==> src/rtl/i2c_evs_pkg.sv <==
package i2c_evs_pkg;
  localparam int unsigned STAT_W = 8;
  localparam logic [STAT_W-1:0] IDLE_CODE = 8'hF8;

  // event bit positions; position also sets priority (lower wins)
  localparam int unsigned EV_ARB_LOST   = 0;
  localparam int unsigned EV_START      = 1;
  localparam int unsigned EV_RSTART     = 2;
  localparam int unsigned EV_ADR_ACK    = 3;
  localparam int unsigned EV_ADR_NACK   = 4;
  localparam int unsigned EV_OWN_HIT    = 5;
  localparam int unsigned EV_GCALL_HIT  = 6;
  localparam int unsigned EV_DATA_RX    = 7;

  // status code for an event index: (index + 1) * 8, low 3 bits zero
  function automatic logic [STAT_W-1:0] evt_code(input int unsigned idx);
    return STAT_W'((idx + 1) * 8);
  endfunction
endpackage

==> src/rtl/i2c_evs_prio.sv <==
module i2c_evs_prio #(
  parameter int unsigned NUM_EV = 8,
  localparam int unsigned IDX_W = (NUM_EV > 1) ? $clog2(NUM_EV) : 1
) (
  input  logic [NUM_EV-1:0] req_i,
  output logic              any_o,
  output logic [IDX_W-1:0]  idx_o
);
  // scan from the top so that the lowest set bit is the last written
  always_comb begin
    idx_o = '0;
    for (int i = NUM_EV - 1; i >= 0; i--) begin
      if (req_i[i]) idx_o = IDX_W'(i);
    end
  end

  assign any_o = |req_i;
endmodule

==> src/rtl/i2c_evs_flag.sv <==
module i2c_evs_flag #(
  parameter int unsigned IDX_W = 3
) (
  input  logic             clk,
  input  logic             rst,
  input  logic             hit_i,
  input  logic [IDX_W-1:0] hit_idx_i,
  input  logic             clr_i,
  output logic             flag_o,
  output logic             load_o,
  output logic [IDX_W-1:0] idx_o,
  output logic             clr_take_o
);
  logic accept;

  assign accept     = hit_i && !flag_o;
  assign clr_take_o = clr_i && flag_o;

  always_ff @(posedge clk) begin
    if (rst) begin
      flag_o <= 1'b0;
      load_o <= 1'b0;
      idx_o  <= '0;
    end else begin
      load_o <= accept;
      if (accept) idx_o <= hit_idx_i;
      if (clr_take_o)  flag_o <= 1'b0;
      else if (accept) flag_o <= 1'b1;
    end
  end
endmodule

==> src/rtl/i2c_evs_stat.sv <==
module i2c_evs_stat
  import i2c_evs_pkg::*;
#(
  parameter int unsigned IDX_W = 3
) (
  input  logic              clk,
  input  logic              rst,
  input  logic              load_i,
  input  logic              clr_i,
  input  logic [IDX_W-1:0]  idx_i,
  output logic [STAT_W-1:0] status_o
);
  always_ff @(posedge clk) begin
    if (rst || clr_i) status_o <= IDLE_CODE;
    else if (load_i)  status_o <= evt_code(int'(idx_i));
  end
endmodule

==> src/rtl/i2c_evs_top.sv <==
module i2c_evs_top
  import i2c_evs_pkg::*;
#(
  parameter int unsigned NUM_EV = 8,
  localparam int unsigned IDX_W = (NUM_EV > 1) ? $clog2(NUM_EV) : 1
) (
  input  logic              clk,
  input  logic              rst,
  input  logic [NUM_EV-1:0] evt_i,
  input  logic              clr_i,
  output logic              irq_o,
  output logic [7:0]        status_o,
  output logic              scl_hold_o
);
  logic             hit;
  logic [IDX_W-1:0] hit_idx;
  logic             flag_q;
  logic             load_q;
  logic [IDX_W-1:0] idx_q;
  logic             clr_take;

  i2c_evs_prio #(.NUM_EV(NUM_EV)) u_prio (
    .req_i (evt_i),
    .any_o (hit),
    .idx_o (hit_idx)
  );

  i2c_evs_flag #(.IDX_W(IDX_W)) u_flag (
    .clk        (clk),
    .rst        (rst),
    .hit_i      (hit),
    .hit_idx_i  (hit_idx),
    .clr_i      (clr_i),
    .flag_o     (flag_q),
    .load_o     (load_q),
    .idx_o      (idx_q),
    .clr_take_o (clr_take)
  );

  i2c_evs_stat #(.IDX_W(IDX_W)) u_stat (
    .clk      (clk),
    .rst      (rst),
    .load_i   (load_q),
    .clr_i    (clr_take),
    .idx_i    (idx_q),
    .status_o (status_o)
  );

  assign irq_o      = flag_q;
  assign scl_hold_o = flag_q;
endmodule

==> config.mk <==
export PLATFORM = sky130hd
export DESIGN_NAME = i2c_evs_top
export DESIGN_NICKNAME = d
export VERILOG_FILES = /design/src/rtl/i2c_evs_pkg.sv /design/src/rtl/i2c_evs_prio.sv /design/src/rtl/i2c_evs_flag.sv /design/src/rtl/i2c_evs_stat.sv /design/src/rtl/i2c_evs_top.sv
export SDC_FILE = /design/constraint.sdc
export NUM_CORES = 1
export LEC_CHECK = 0
export ABC_AREA = 1
export BUFFER_PORTS_ARGS = -buffer_cell sky130_fd_sc_hd__buf_4
export CORE_MARGIN = 1
export CORE_UTILIZATION = 35
export CTS_CLUSTER_SIZE = 30
export DETAILED_ROUTE_END_ITERATION = 8
export PLACE_DENSITY_LB_ADDON = 0.15
export SLEW_MARGIN = 30
export SYNTH_ARGS = -nofsm -noshare
export SYNTH_HDL_FRONTEND = slang
export SYNTH_HIERARCHICAL = 1
export SYNTH_SLANG_ARGS = --single-unit
==> constraint.sdc <==
create_clock -name clk -period 1.1 [get_ports clk]
set_input_delay 0.22 -clock clk [delete_from_list [all_inputs] [get_ports clk]]
set_output_delay 0.22 -clock clk [all_outputs]
set_load 0.005 [all_outputs]
Yosys cells after proc, flatten, opt, wreduce, memory -nomap -nowiden
Cells that the tools add are included.
{ "word_totals": {"reg_bits": 10, "inputBits": 11, "output_inout_bits": 10} }
{ "classes": {"add_sub_neg": 1, "muxes": 8, "reduce_logical": 6} }
{ "ops": {"columns": ["op", "n"], "rows": [
  ["3-bit two-way mux", 8],
  ["8-bit OR reduction", 1],
  ["3-bit by 1-bit adder with 4-bit output, second input constant", 1],
  ["1-bit logical AND", 2],
  ["2-bit OR reduction", 1],
  ["1-bit logical NOT", 1],
  ["1-bit logical OR", 1]
]} }

Logic depth before layout (Yosys ltp)
Gate-level depths: netlist (run 1).
{ "depth": {"depth_word": 8, "depth_mapped": 11} }

Modules after synthesis
The synthesis (run 1) kept the hierarchy.
{ "modules_own_cells": {"columns": ["module", "n_inst", "cells_each", "area_per_inst_um2", "seq_area_each_um2"], "rows": [
  ["i2c_evs_stat", 1, 36, 260.2, 100.1],
  ["i2c_evs_flag", 1, 30, 201.4, 100.1],
  ["i2c_evs_prio", 1, 22, 98.8, 0.0],
  ["i2c_evs_top", 1, 1, 7.5, 0.0]
]} }

Least setup slack after synthesis (run 1)
OpenSTA, ideal clock, no wires.
{ "synth_timing": {"path_type": "input port to flip-flop", "from": "input evt_i[6]", "to": "register u_flag.idx_o[0]", "setup_time_ps": 113, "arrival_ps": 934, "required_ps": 987, "slack_ps": 53, "stages": 7, "path_cell_list": "or2_1 -> nor3_2 -> nand2_1 -> inv_2 -> nor2_2 -> nor2_1 -> nor2_1"} }
{ "synth_rtl": {"columns": ["element", "line_no", "text"], "rows": [
  ["start, declared", "i2c_evs_top.sv:9", "input logic [NUM_EV-1:0] evt_i,"],
  ["8-bit OR reduction", "i2c_evs_prio.sv:17", "assign any_o = |req_i;"],
  ["named net hit", "i2c_evs_top.sv:15", "logic hit;"],
  ["1-bit logical AND", "i2c_evs_flag.sv:16", "assign accept = hit_i && !flag_o;"],
  ["end signal, assigned", "i2c_evs_flag.sv:26", "if (accept) idx_o <= hit_idx_i;"],
  ["end, declared", "i2c_evs_flag.sv:11", "output logic [IDX_W-1:0] idx_o,"]
]} }
The timed path passes the listed nets, and every way through them passes these cells.
A chain may end at the register's enable or synchronous reset.

Worst setup path after layout (run 1)
{ "layout_timing": {"from": "input evt_i[6]", "to": "register u_flag.idx_o[2]"} }
The elaborated chain is that of the path after synthesis.

==> impl_metrics.tcl, run 1 <==
set metrics [dict create \
    avgSynthCellArea_um2 6.38 \
    ys_ff_latch 10 \
    cp-start-kind "input pin" \
    hold_depth 2 \
    status "complete, no violations" \
    criticalPathCategory "input pin to flip-flop" \
    power.density_nw_per_um2 1160 \
    finish.utilization_pct 47.3 \
    synthesis.area_um2 568 \
    worstPathArrival_ps 1110 \
    hp-class "input pin to flip-flop" \
    rr_worst_depth 6 \
    cts_made_buffers 3 \
    cpMaxStageDelayCell "or2_1" \
    setup_viol 0 \
    cp-end-kind "flip-flop" \
    fin_nets 121 \
    worstPathMaxFanout 5 \
    cts_root_buffer "clkbuf_4" \
    synth.distinct_cells 20 \
    gp_congestion 0.788 \
    hold_viol 0 \
    finClkSkew_ps 1.34 \
    p_leak_nw 0.426 \
    clock_sinks 10 \
    ys_seq_area_share_pct 35.2 \
    timing.hold.ws_ps 162 \
    via_count 525 \
    hold_end "u_flag/load_o" \
    r2r-start "u_flag/idx_o[0]" \
    final_common_cell "nand2_1" \
    die_x_um 42.3 \
    ir_worst_vdd_mv 0.354 \
    rsz0062_at_grt "false" \
    cts_max_level 1 \
    worst-endpoint-required_ps 1250 \
    dpl.hpwl_um 791 \
    r2r_end "u_stat/status_o[5]" \
    routed_via_density 4.27 \
    grt_overflow 0 \
    synth_compound_area_share_pct 5.95 \
    diodes 0 \
    synthCells 89 \
    drive_above_1_share_pct 25.2 \
    grt_pass1_wl_um 1900 \
    yosys.area_share.simple_pct 34.1 \
    clk_pin_slew_ps 60 \
    r2r_slack_ps 190 \
    io_buffers 17 \
    ys_warn_count 6 \
    min_from "rst" \
    layout_min_cycle_time_ps 964 \
    num_rows 14 \
    postCtsSetupRepairBufs 0 \
    ios 21 \
    fp.coreArea_um2 1510 \
    drv_slew 0 \
    dieHeight_um 42.3 \
    tritoncts "yes" \
    grt_max_degree 10 \
    area_growth_pct 25.6 \
    drt-total-wl_um 918 \
    max_freq_mhz 1040 \
    final_antenna_net_count 0 \
    finalCritPeriodShare_pct 87.6 \
    grt_antenna_before_repair 0 \
    grt_pass1_vias 528 \
    first_pass_iters 3 \
    routedWlPerCell_um 7.46 \
    insertion_delay_ps 250 \
    synthAdderAreaFrac_pct 2.20 \
    start_util_pct 37.7 \
    fillers 164 \
    critPathMostFrequentCell "nor2_1" \
    crit_chain "buf_4 > or2_1 > nor3_2 > nand2_1 > inv_2 > nor2_2 > nor2_1 > nor2_1" \
    synth_top_family_by_area "simple AND/OR/NAND/NOR gates" \
    track_usage_pct 13.5 \
    final_cell_mix "nand2_1 (22), inv_1 (20), buf_4 (18)" \
    synthMuxAreaShare_pct 0 \
    drc 0 \
    clock_path_buffers 2 \
    slowest_delay_ps 240 \
    dieArea_um2 1790 \
    synth_xor_xnor_area_share_pct 0 \
    drt_iter0_markers 5 \
    maxCapViolations 0 \
]
[layer usage]
layer	GRT usage, %	part of all wire (%)	vias to the layer above
met3	2.59	3.9	2
met5	0	0	-
met4	7.50	1.4	0
li1	-	-	296
met2	24.0	51	14
met1	14.9	44	213
[through the flow]
step	cells	power, mW	setup TNS (ps)	setup slack (ps)	instance area, um2
after floorplan	91	0.545	0	53.2	576
after global placement	120	0.611	-429	-123	689
after detailed placement	120	0.613	-495	-132	689
after CTS	123	0.849	0	53.1	712
after global routing	123	0.900	0	38.1	713
final	123	0.829	0	136	713
[registers in the layout, indices dropped and copies added (netlist names)]
signal	flops
u_flag/idx_o	3
u_stat/status_o	5
u_flag/flag_o	1
u_flag/load_o	1
[layout make-up]
type	count	area, um2	share of cell area (%)
timing repair buffer	18	135	18.9
clock buffer	3	22.5	3.16
inverter	22	82.6	11.6
tap	16	20.0	2.81
multi-input combinational	54	251	35.3
sequential	10	201	28.2
[Yosys cell counts]
master	count	share of area (%)
or2_1	1	1.1
nor2_2	1	1.1
nor3_2	1	1.8
o211ai_1	1	1.3
inv_1	20	13
dfxtp_1	10	35
o21ai_1	1	0.88
nor2_1	12	7.9
a21oi_1	2	1.8
o21ai_0	1	0.88
buf_4	4	5.3
nand3_1	4	3.5
nand4_1	2	2.2
nand2_1	22	15
nor2_4	1	2.0
conb_1	1	0.66
inv_2	2	1.3
a31oi_1	1	1.1
ha_1	1	2.2
buf_6	1	2.0
[kinds of logic after synthesis]
kind of cell               after synthesis
other                                    1
AOI/OAI and AO/OA                        6
adders and majority gates                1
DFF                                     10
buffers and inverters                   27
and+or+nand+nor                         44
[where the power goes]
group          internal [mW]  switching [mW]
clock                  0.125           0.101
combinational         0.0940          0.0853
sequential             0.396          0.0281
[worst max-delay path by stage]
stage                              from         endpoint  slack, ps  depth (start not counted)
after CTS                 u_flag/flag_o       scl_hold_o         50                          1
after detailed placement       evt_i[6]  u_flag/idx_o[1]       -130                          8
after global routing           evt_i[6]  u_flag/idx_o[1]         40                          8
final                          evt_i[6]  u_flag/idx_o[2]        140                          8
after floorplan                evt_i[6]  u_flag/idx_o[0]         50                          7
after global placement         evt_i[6]  u_flag/idx_o[1]       -120                          8
[repair_timing]
item / 4_1_cts / 5_1_grt
hold buffers: 0 / 0
resized for setup: 0 / 1
endpoints found under the setup margin: 0 / 1
[worst max-delay path: cells and delay by family]
| kind | cells | cell delay (ps) |
|---|---|---|
| buffers and inverters | 2 | 190 |
| and+or+nand+nor | 6 | 690 |
Note: power is estimated with default switching activity, not from simulation.
==> inputs of run 2 (changes only) <==
--- a/config.mk
+++ b/config.mk
@@ -15,5 +15,4 @@
 export SLEW_MARGIN = 30
 export SYNTH_ARGS = -nofsm -noshare
 export SYNTH_HDL_FRONTEND = slang
-export SYNTH_HIERARCHICAL = 1
 export SYNTH_SLANG_ARGS = --single-unit
==> run 2 against run 1 <==
Compared with the run above:
- global-route usage grew 2.3 points
- non-clock buffer count is 1 higher
- sequential share of layout area increased by 1.8 points
- hold slack got worse by 34 ps
- register-to-register slack worse by 70 ps
- total power up 12%
- clock power increased by 47%
- die area shrank 13%
- critical endpoint is now scl_hold_o
- largest power group unchanged
==> impl_metrics.tcl, run 2 <==
set metrics [dict create \
    routed_via_density 4.57 \
    synthAdderAreaFrac_pct 2.54 \
    gp_congestion 0.700 \
    final_cell_mix "buf_4 (19), nand2_1 (16), inv_1 (11)" \
    fillers 141 \
    clock_sinks 10 \
    cts_max_level 1 \
    regMostFlops "u_stat.status_o" \
    dieArea_um2 1560 \
    dpl.hpwl_um 709 \
    synthTopCellsByArea "dfxtp_1 (41%), nand2_1 (12%), inv_1 (8.4%), buf_4 (6.1%), a21oi_1 (5.1%)" \
    setup_viol 0 \
    avgSynthCellArea_um2 7.02 \
    drt-total-wl_um 899 \
    clk_pin_slew_ps 60 \
    synth.distinct_cells 17 \
    slowest_delay_ps 410 \
    synth_xor_xnor_area_share_pct 0 \
    dieHeight_um 39.5 \
    yosysTopAreaCell "dfxtp_1" \
    yosysMostFrequentCell "nand2_1" \
    yosys.area_share.simple_pct 29.3 \
    finClkSkew_ps 4.79 \
    maxCapViolations 0 \
    ios 21 \
    synthFlopType "dfxtp_1" \
    grt_pass1_wl_um 1590 \
    criticalPathCategory "flip-flop to primary output" \
    worst-endpoint-required_ps 880 \
    layout_min_cycle_time_ps 1040 \
    drive_above_1_share_pct 29.7 \
    p_leak_nw 0.363 \
    status "complete, no violations" \
    crit_chain "buf_4" \
    clock_path_buffers 2 \
    setup_tns_ps 0 \
    postCtsSetupRepairBufs 0 \
    fp.coreArea_um2 1300 \
    final_common_cell "buf_4" \
    drv_slew 0 \
    diodes 0 \
    synthMuxAreaShare_pct 0 \
    cts_root_buffer "clkbuf_4" \
    area_growth_pct 35.6 \
    synthCells 70 \
    post_dp_cell_area_um2 631 \
    ir_worst_vdd_mv 0.979 \
    drc 0 \
    finalCritPeriodShare_pct 94.3 \
    critPathTopFamily "flip-flops" \
    power.density_nw_per_um2 1400 \
    routedWlPerCell_um 8.48 \
    cp-end-kind "primary output" \
    synth_edf_count 0 \
    die_x_um 39.5 \
    crit_buf_inv 1 \
    synthTopCellsByCount "nand2_1 (16), inv_1 (11), dfxtp_1 (10)" \
    first_pass_iters 4 \
    start_util_pct 37.8 \
    cpMaxStageDelayCell "dfxtp_1" \
    largest_registers "u_stat.status_o (5), u_flag.idx_o (3)" \
    track_usage_pct 15.8 \
    ys_seq_area_share_pct 40.7 \
    placed_cells 102 \
    ys_ff_latch 10 \
    tritoncts "yes" \
    instances_no_fill 106 \
    synthesis.area_um2 492 \
    rsz0062_at_grt "false" \
    worstPathArrival_ps 820 \
    grt_pass1_vias 411 \
    total_power_mw 0.930 \
    num_rows 13 \
    worstPathMaxFanout 5 \
    grt_max_degree 8 \
    cts_resized 0 \
    async_flop_share_pct 0 \
    grt_overflow 0 \
    synth_compound_area_share_pct 12.2 \
    grt_antenna_before_repair 0 \
    fin_nets 104 \
    final_antenna_net_count 0 \
    via_count 484 \
    synth_top_family_by_area "simple AND/OR/NAND/NOR gates" \
    cts_made_buffers 3 \
    cp-start-kind "flip-flop" \
    insertion_delay_ps 270 \
    io_buffers 17 \
    largest_register_ff_count 5 \
    hp-class "input pin to flip-flop" \
    hold_viol 0 \
    drt_iter0_markers 15 \
    r2r_slack_ps 120 \
    cts_hold_buf 0 \
    ys_warn_count 0 \
    synth_top_area_share_pct 40.7 \
    design_area_um2 667 \
    max_freq_mhz 964 \
]
-- run 2: cell types whose count changed in the layout (fill, tap and decap cells not counted), moves of 2 or more --
cell | previous run | this run
inv_1 | 20 | 11
nor2_1 | 12 | 5
nand2_1 | 22 | 16
a21oi_1 | 2 | 5
nand2_2 | 0 | 3
inv_2 | 2 | 0
o21ai_0 | 1 | 3
-- run 2: area by class of cell --
class / count / area (um2) / share of cell area, %
multi-input combinational: 47 / 228 / 34.1
sequential: 10 / 200 / 30.0
timing repair buffer: 19 / 143 / 21.4
inverter: 11 / 41.3 / 6.19
clock buffer: 4 / 36.3 / 5.44
tap: 15 / 18.8 / 2.81
-- run 2: per-layer routing --
layer	part of all wire [%]	global-route usage, %	up-vias	routed length [um]
li1	-	-	256	-
met1	48	18.8	211	432
met2	44	22.5	15	396
met3	7.1	10.2	2	64
met4	0.67	5.17	0	6
met5	0	0	-	0
-- run 2: cells by family (layout without fill, tap and decap cells) --
logic type,Yosys count,in the layout
simple gates,32,32
other cells,1,3
flops,10,10
compound gates,11,11
fa+ha+maj,1,1
buf+inv,15,34
-- run 2: per-stage QoR --
stage	hold slack [ps]	util [%]	setup WS [ps]
floorplan	289	-	204
global placement	411	48.5	119
detailed placement	406	48.5	125
CTS	120	51.2	63.9
global route	112	51.2	3.18
finish	128	51.2	63.0
-- run 2: final timing paths --
kind                            from            endpoint  cells after the start
setup / recovery       u_flag.flag_o          scl_hold_o                      1
hold / removal                   rst       u_flag.load_o                      2
setup reg to reg       u_flag.flag_o     u_flag.idx_o[1]                      5
hold reg to reg   u_stat.status_o[7]  u_stat.status_o[7]                      2
-- run 2: power by group --
part           internal, mW  total, mW  switching, mW
sequential            0.395      0.419         0.0237
combinational        0.0957      0.179         0.0837
clock                 0.201      0.332          0.131
